==> src/rtl/rr_pkg.sv <==
package rr_pkg;
  parameter int RR_W = 12;
  // synchroniser bit positions
  localparam int SI_SMP = 0;
  localparam int SI_CS  = 1;
  localparam int SI_RD  = 2;
  localparam int SI_SEL = 3;
  localparam int SI_PAR = 4;
  localparam int SI_SCK = 5;
  localparam int SI_N   = 6;
  // idle levels of the host lines
  localparam logic [SI_N-1:0] SI_IDLE = 6'b110111;
endpackage

==> src/rtl/rr_sync.sv <==
module rr_sync #(
  parameter int N = 1,
  parameter logic [N-1:0] IDLE = '0
) (
  input  logic         clk,
  input  logic         rst_n,
  input  logic [N-1:0] async_i,
  output logic [N-1:0] lvl_o
);
  for (genvar i = 0; i < N; i++) begin : g_bit
    logic meta_q, stab_q;
    always_ff @(posedge clk or negedge rst_n) begin
      if (!rst_n) begin
        meta_q <= IDLE[i];
        stab_q <= IDLE[i];
      end else begin
        meta_q <= async_i[i];
        stab_q <= meta_q;
      end
    end
    assign lvl_o[i] = stab_q;
  end
endmodule

==> src/rtl/rr_edge.sv <==
module rr_edge #(
  parameter logic IDLE = 1'b1
) (
  input  logic clk,
  input  logic rst_n,
  input  logic lvl_i,
  output logic rise_o,
  output logic fall_o
);
  logic prev_q;
  always_ff @(posedge clk or negedge rst_n) begin
    if (!rst_n) prev_q <= IDLE;
    else        prev_q <= lvl_i;
  end
  assign rise_o = lvl_i & ~prev_q;
  assign fall_o = ~lvl_i & prev_q;
endmodule

==> src/rtl/rr_extrema.sv <==
module rr_extrema #(
  parameter int W = 12
) (
  input  logic         clk,
  input  logic         rst_n,
  input  logic         clr_i,
  input  logic [W-1:0] mag_i,
  output logic [W-1:0] min_o,
  output logic [W-1:0] max_o
);
  always_ff @(posedge clk or negedge rst_n) begin
    if (!rst_n) begin
      min_o <= '1;
      max_o <= '0;
    end else if (clr_i) begin
      min_o <= '1;
      max_o <= '0;
    end else begin
      if (mag_i < min_o) min_o <= mag_i;
      if (mag_i > max_o) max_o <= mag_i;
    end
  end
endmodule

==> src/rtl/rr_outport.sv <==
module rr_outport #(
  parameter int W = 12
) (
  input  logic         clk,
  input  logic         rst_n,
  input  logic         par_i,
  input  logic         cs_n_i,
  input  logic         rd_n_i,
  input  logic         rd_fall_i,
  input  logic         sel_pos_i,
  input  logic         sck_fall_i,
  input  logic [W-1:0] pos_i,
  input  logic [W-1:0] vel_i,
  output logic [W-1:0] q_o,
  output logic [W-1:0] oe_o,
  output logic         act_o
);
  localparam int SDO = W - 1;

  logic         act_q;
  logic [W-1:0] word_q;
  logic [W-1:0] shift_q;
  logic         load;
  logic [W-1:0] pick;

  assign load = rd_fall_i & ~cs_n_i;
  assign pick = sel_pos_i ? pos_i : vel_i;

  always_ff @(posedge clk or negedge rst_n) begin
    if (!rst_n) begin
      act_q   <= 1'b0;
      word_q  <= '0;
      shift_q <= '0;
    end else if (load) begin
      act_q   <= 1'b1;
      word_q  <= pick;
      shift_q <= pick;
    end else if (cs_n_i || rd_n_i) begin
      act_q <= 1'b0;
    end else if (act_q && sck_fall_i) begin
      shift_q <= {shift_q[W-2:0], 1'b0};
    end
  end

  always_comb begin
    q_o  = '0;
    oe_o = '0;
    if (par_i) begin
      q_o  = word_q;
      oe_o = {W{act_q}};
    end else begin
      q_o[SDO]  = shift_q[W-1];
      oe_o[SDO] = act_q;
    end
  end

  assign act_o = act_q;
endmodule

==> src/rtl/resolver_readout.sv <==
module resolver_readout
  import rr_pkg::*;
#(
  parameter int W = RR_W
) (
  input  logic         clk,
  input  logic         rst_n,
  input  logic         sample_i,
  input  logic         cs_n_i,
  input  logic         rd_n_i,
  input  logic         pos_sel_i,
  input  logic         par_mode_i,
  input  logic         sclk_i,
  input  logic [W-1:0] pos_acc_i,
  input  logic [W-1:0] vel_acc_i,
  input  logic [W-1:0] mon_mag_i,
  output logic [W-1:0] bus_q_o,
  output logic [W-1:0] bus_oe_o,
  output logic [W-1:0] mon_min_o,
  output logic [W-1:0] mon_max_o
);
  logic [SI_N-1:0] raw, lvl;
  logic smp_rise, smp_fall, rd_rise, rd_fall, sck_rise, sck_fall;
  logic [W-1:0] pos_q, vel_q;
  logic rd_act;

  assign raw[SI_SMP] = sample_i;
  assign raw[SI_CS]  = cs_n_i;
  assign raw[SI_RD]  = rd_n_i;
  assign raw[SI_SEL] = pos_sel_i;
  assign raw[SI_PAR] = par_mode_i;
  assign raw[SI_SCK] = sclk_i;

  rr_sync #(.N(SI_N), .IDLE(SI_IDLE)) u_sync (
    .clk(clk), .rst_n(rst_n), .async_i(raw), .lvl_o(lvl)
  );

  rr_edge #(.IDLE(1'b1)) u_smp_edge (
    .clk(clk), .rst_n(rst_n), .lvl_i(lvl[SI_SMP]), .rise_o(smp_rise), .fall_o(smp_fall)
  );
  rr_edge #(.IDLE(1'b1)) u_rd_edge (
    .clk(clk), .rst_n(rst_n), .lvl_i(lvl[SI_RD]), .rise_o(rd_rise), .fall_o(rd_fall)
  );
  rr_edge #(.IDLE(1'b1)) u_sck_edge (
    .clk(clk), .rst_n(rst_n), .lvl_i(lvl[SI_SCK]), .rise_o(sck_rise), .fall_o(sck_fall)
  );

  wire unused_edges = rd_rise ^ sck_rise;

  // both words frozen on the same edge
  always_ff @(posedge clk or negedge rst_n) begin
    if (!rst_n) begin
      pos_q <= '0;
      vel_q <= '0;
    end else if (smp_fall) begin
      pos_q <= pos_acc_i;
      vel_q <= vel_acc_i;
    end
  end

  rr_extrema #(.W(W)) u_ext (
    .clk(clk), .rst_n(rst_n), .clr_i(smp_rise), .mag_i(mon_mag_i),
    .min_o(mon_min_o), .max_o(mon_max_o)
  );

  rr_outport #(.W(W)) u_out (
    .clk(clk), .rst_n(rst_n),
    .par_i(lvl[SI_PAR]), .cs_n_i(lvl[SI_CS]), .rd_n_i(lvl[SI_RD]),
    .rd_fall_i(rd_fall), .sel_pos_i(lvl[SI_SEL]), .sck_fall_i(sck_fall),
    .pos_i(pos_q), .vel_i(vel_q),
    .q_o(bus_q_o), .oe_o(bus_oe_o), .act_o(rd_act)
  );
endmodule

==> config.mk <==
export PLATFORM = sky130hd
export DESIGN_NAME = resolver_readout
export DESIGN_NICKNAME = d
export VERILOG_FILES = /design/src/rtl/rr_pkg.sv /design/src/rtl/rr_sync.sv /design/src/rtl/rr_edge.sv /design/src/rtl/rr_extrema.sv /design/src/rtl/rr_outport.sv /design/src/rtl/resolver_readout.sv
export SDC_FILE = /design/constraint.sdc
export NUM_CORES = 1
export LEC_CHECK = 0
export BUFFER_PORTS_ARGS = -buffer_cell sky130_fd_sc_hd__buf_4
export CAP_MARGIN = 10
export CORE_UTILIZATION = 40
export DETAILED_ROUTE_END_ITERATION = 10
export PLACE_DENSITY_LB_ADDON = 0.12
export SETUP_SLACK_MARGIN = 0.5
export SKIP_CTS_REPAIR_TIMING = 1
export SLEW_MARGIN = 20
export SYNTH_ARGS = -nofsm -noshare
export SYNTH_HDL_FRONTEND = slang
export SYNTH_SLANG_ARGS = --single-unit
==> constraint.sdc <==
create_clock -name clk -period 1.8 [get_ports clk]
set_input_delay 0 -clock clk [delete_from_list [all_inputs] [get_ports clk]]
set_output_delay 0 -clock clk [all_outputs]
set_load 0.005 [all_outputs]
==> Flow_metrics.wiki <==
{| class="wikitable"
! Metric !! Value
|-
| Final Slew Violations || 0
|-
| Global placer's final weighted congestion || 0.842
|-
| YS warnings || 0
|-
| Register bit count reported by yosys || 88
|-
| Post-detailed-route via-to-cell ratio || 5.27
|-
| Max transition margin || 63.3%
|-
| Sum of negative setup slack || -2200 ps
|-
| Sw frac || 34.7%
|-
| Slew at the pin with the worst max-slew slack || 549 ps
|-
| Pin count of the biggest net entering global routing || 44
|-
| Detailed-route wire length || 13500 um
|-
| Smallest setup slack after layout || -167 ps
|-
| Placed cell areas || 0.00560 mm^2
|-
| Leakage power || 3.27 nW
|-
| Die width || 108 um
|-
| Total power density per cell area || 1180 mW/mm^2
|-
| Hold slack final || 62.7 ps
|-
| Dpl cells || 657
|-
| Cell depth of the worst flop-to-flop path || 7
|-
| Area occupied by multi-input gates || 0.00257 mm^2
|-
| Gate count of the mapped netlist || 432
|-
| Worst slack, placed || -148 ps
|-
| Failing checks || setup timing
|-
| Number of buffers on the longest clock path || 2
|-
| Share of final-layout standard cells stronger than drive strength 1 || 52.9%
|-
| Part of the total power dissipated in combinational logic || 49.6%
|-
| Number of diodes added for antenna fixing || 0
|-
| IR drop worst, VDD || 0.772 mV
|-
| Number of nets in the synthesized netlist || 499
|-
| RSZ-0062 raised after global routing || yes
|-
| DRC violations left || 0
|-
| Average instance area after synthesis || 10.4 um^2
|-
| CTS root buffer || sky130_fd_sc_hd__clkbuf_8
|-
| Hold EP || u_ext.max_o[0]
|-
| Post-layout net count || 667
|-
| Highest fanout seen on the critical path || 5
|-
| Antenna violations before repair || 0
|-
| Iteration-0 DRC count of the detailed router || 154
|-
| Switching power summed over all nets || 2.90 mW
|-
| Main synth FF type || sky130_fd_sc_hd__dfrtp_1
|-
| Total count of hold-check failures in the final report || 0
|-
| Final min period || 1970 ps
|-
| Max-cap violations || 0
|-
| Flop pwr share || 34.2%
|-
| Area added between synthesis and finish || 58.9%
|-
| Start of the worst register-to-register path || u_ext.min_o[1]
|-
| Clock network latency to the later pin of the worst-skew pair || 370 ps
|-
| Register area share after synthesis || 49.9%
|-
| Half-perimeter wire length of the detailed placement result || 7560 um
|-
| Via count of the routed design || 3923
|-
| Final instance count without filler cells || 745
|-
| WL/cell || 18.1 um
|-
| GR Util All Layers || 20.2%
|-
| Antenna violation net count after detailed routing || 0
|-
| Synth async-reset ratio || 100%
|-
| Clock Pin Slew Worst Setup and Hold Paths || 90 ps
|-
| Crit path launch type || flip-flop
|-
| Cell area after layout || 0.00711 mm^2
|-
| Total area of sequential cells || 0.00223 mm^2
|-
| Data arrival at the endpoint of the critical path || 2250 ps
|-
| Count of flip-flops with a built-in enable after synthesis || 0
|-
| Ports || 92
|-
| Worst Skew || 6.58 ps
|-
| Setup-violating endpoint count in the final report || 24
|-
| Period Utilization, post-route || 109%
|-
| Total overflow reported by the global router || 0
|-
| Worst Hold Path Cells || 4
|-
| Most common library cell in the layout ignoring fill and taps || sky130_fd_sc_hd__buf_4
|-
| Global-route wire length before repair || 17700 um
|-
| TritonCTS clock tree || yes
|-
| Worst hold path type || in -> reg
|-
| Run status || finished, violations left
|-
| IO buf count || 91
|-
| Clock H-tree levels || 3
|-
| Clock power share || 16.2%
|-
| Core Footprint || 0.0109 mm^2
|-
| Max Freq || 0.508 GHz
|-
| Commonest non-fill, non-tap cells in the layout || 99 x sky130_fd_sc_hd__buf_4, 63 x sky130_fd_sc_hd__dfrtp_1, 43 x sky130_fd_sc_hd__dlygate4sd3_1, 34 x sky130_fd_sc_hd__buf_6, 28 x sky130_fd_sc_hd__nand2_1
|-
| Clock Sink Count || 88
|-
| Power Internal || 5.46 mW
|-
| Die height || 108 um
|-
| Required time of the critical path || 2090 ps
|-
| Distinct cell type count after synthesis || 33
|-
| Capturing point of the worst reg2reg path || u_ext.min_o[10]
|-
| Number of inserted filler cells in the final layout || 862
|-
| Area of the die || 0.0116 mm^2
|-
| Total standard cell area after synthesis || 0.00448 mm^2
|-
| Count of standard-cell rows || 38
|-
| Setup CP Type || reg -> reg
|-
| Worst Setup End Kind || flip-flop
|-
| Number of global-route vias before repair || 3616
|-
| Number of detailed-routing iterations run before antenna repair || 4
|-
| Effective utilization at floorplan || 41.1%
|-
| Worst Min Path Start || mon_mag_i[0]
|-
| Flop-to-flop setup slack || -170 ps
|-
| CTS buffer count || 9
|}
layer usage:
metal	track usage [%]	up-vias	part of all wire, %
li1	-	1854	-
met1	25.7	1968	44
met2	33.7	81	51
met3	3.21	20	3.1
met4	8.90	0	2.1
met5	0	-	0
metrics by stage:
step	utilization, %	power [mW]
floorplan	-	4.54
global placement	51.4	5.76
detailed placement	51.4	5.87
CTS	53.1	7.26
global route	65.3	8.87
finish	65.3	8.36
Yosys cell counts, types with 2 or more instances:
library cell / number / area (um^2)
sky130_fd_sc_hd__buf_4: 12 / 90.1
sky130_fd_sc_hd__o21a_1: 12 / 90.1
sky130_fd_sc_hd__nand2_1: 41 / 154
sky130_fd_sc_hd__dfstp_2: 25 / 657
sky130_fd_sc_hd__nand2b_1: 2 / 12.5
sky130_fd_sc_hd__dfrtp_1: 63 / 1580
sky130_fd_sc_hd__nand4_1: 2 / 12.5
sky130_fd_sc_hd__and4_1: 2 / 17.5
sky130_fd_sc_hd__buf_2: 9 / 45.0
sky130_fd_sc_hd__o21ai_0: 36 / 180
sky130_fd_sc_hd__nor2_1: 17 / 63.8
sky130_fd_sc_hd__o211ai_1: 24 / 180
sky130_fd_sc_hd__nor2b_1: 2 / 12.5
sky130_fd_sc_hd__a21oi_2: 2 / 17.5
sky130_fd_sc_hd__mux2i_1: 12 / 120
sky130_fd_sc_hd__a21oi_1: 18 / 90.1
sky130_fd_sc_hd__buf_6: 2 / 22.5
sky130_fd_sc_hd__ha_1: 23 / 288
sky130_fd_sc_hd__mux2_2: 25 / 282
sky130_fd_sc_hd__a21o_1: 4 / 30.0
sky130_fd_sc_hd__clkbuf_1: 15 / 56.3
sky130_fd_sc_hd__or4_1: 12 / 90.1
sky130_fd_sc_hd__and2_1: 15 / 93.8
sky130_fd_sc_hd__inv_1: 24 / 90.1
sky130_fd_sc_hd__and3_1: 12 / 75.1
sky130_fd_sc_hd__nand3_1: 14 / 70.1
cell type report:
cell class,instances,area share (%)
multi-input cells,285,36.1
flip-flops and latches,88,31.4
repair buffers,192,26.1
well taps,140,2.46
clock buffers,10,1.79
inverters,24,1.27
clock inverters,6,0.844
state kept, by name, indices dropped and copies added, names as in the netlist:
| register | count |
|---|---|
| u_rd_edge.prev_q | 1 |
| u_sync.g_bit.meta_q | 6 |
| u_sck_edge.prev_q | 1 |
| u_out.word_q | 12 |
| u_ext.max_o | 12 |
| pos_q | 12 |
| u_out.act_o | 1 |
| vel_q | 12 |
| u_ext.min_o | 12 |
| u_smp_edge.prev_q | 1 |
| u_out.shift_q | 12 |
| u_sync.g_bit.stab_q | 6 |
worst max-delay path by stage:
stage / startpoint / to / slack [ps] / depth (start not counted)
floorplan: u_ext.min_o[1] / u_ext.min_o[10] / -40 / 7
global placement: u_ext.min_o[1] / u_ext.min_o[11] / -100 / 6
detailed placement: u_ext.min_o[1] / u_ext.min_o[11] / -150 / 6
CTS: u_ext.min_o[1] / u_ext.min_o[4] / -190 / 6
global route: u_ext.min_o[7] / u_ext.min_o[10] / -240 / 8
finish: u_ext.min_o[1] / u_ext.min_o[10] / -170 / 7
cell families (layout without fill, tap and decap cells):
kind of cell             count (synthesis)  count (layout)  share of synthesized area [%]
AO/OA/AOI/OAI                          101             103                           14.2
AND/OR/NAND/NOR                        121             122                           13.7
adder cells (fa/ha/maj)                 23              23                           6.43
buffers and inverters                   62             232                           6.79
multiplexers                            37              37                           8.97
flip-flops                              88              88                           49.9
worst max-delay path, cell delays in order, from the launching register on:
cell and delay, ps:
sky130_fd_sc_hd__dfstp_2 550, sky130_fd_sc_hd__inv_2 50, sky130_fd_sc_hd__ha_4 200, sky130_fd_sc_hd__a2111o_1 450, sky130_fd_sc_hd__a21oi_4 220, sky130_fd_sc_hd__buf_4 190
sky130_fd_sc_hd__o211ai_1 100, sky130_fd_sc_hd__o211ai_1 120
power groups by stage:
| stage | Sequential (mW) | Combinational (mW) | Clock [mW] |
|---|---|---|---|
| 2_1_floorplan | 2.86 | 1.68 | 0 |
| 3_3_place_gp | 2.85 | 2.91 | 0 |
| 3_5_place_dp | 2.86 | 3.01 | 0 |
| 4_1_cts | 2.83 | 3.03 | 1.40 |
| 5_1_grt | 2.91 | 4.49 | 1.47 |
| 6_report | 2.86 | 4.15 | 1.35 |
(Power assumes the default switching activity.)
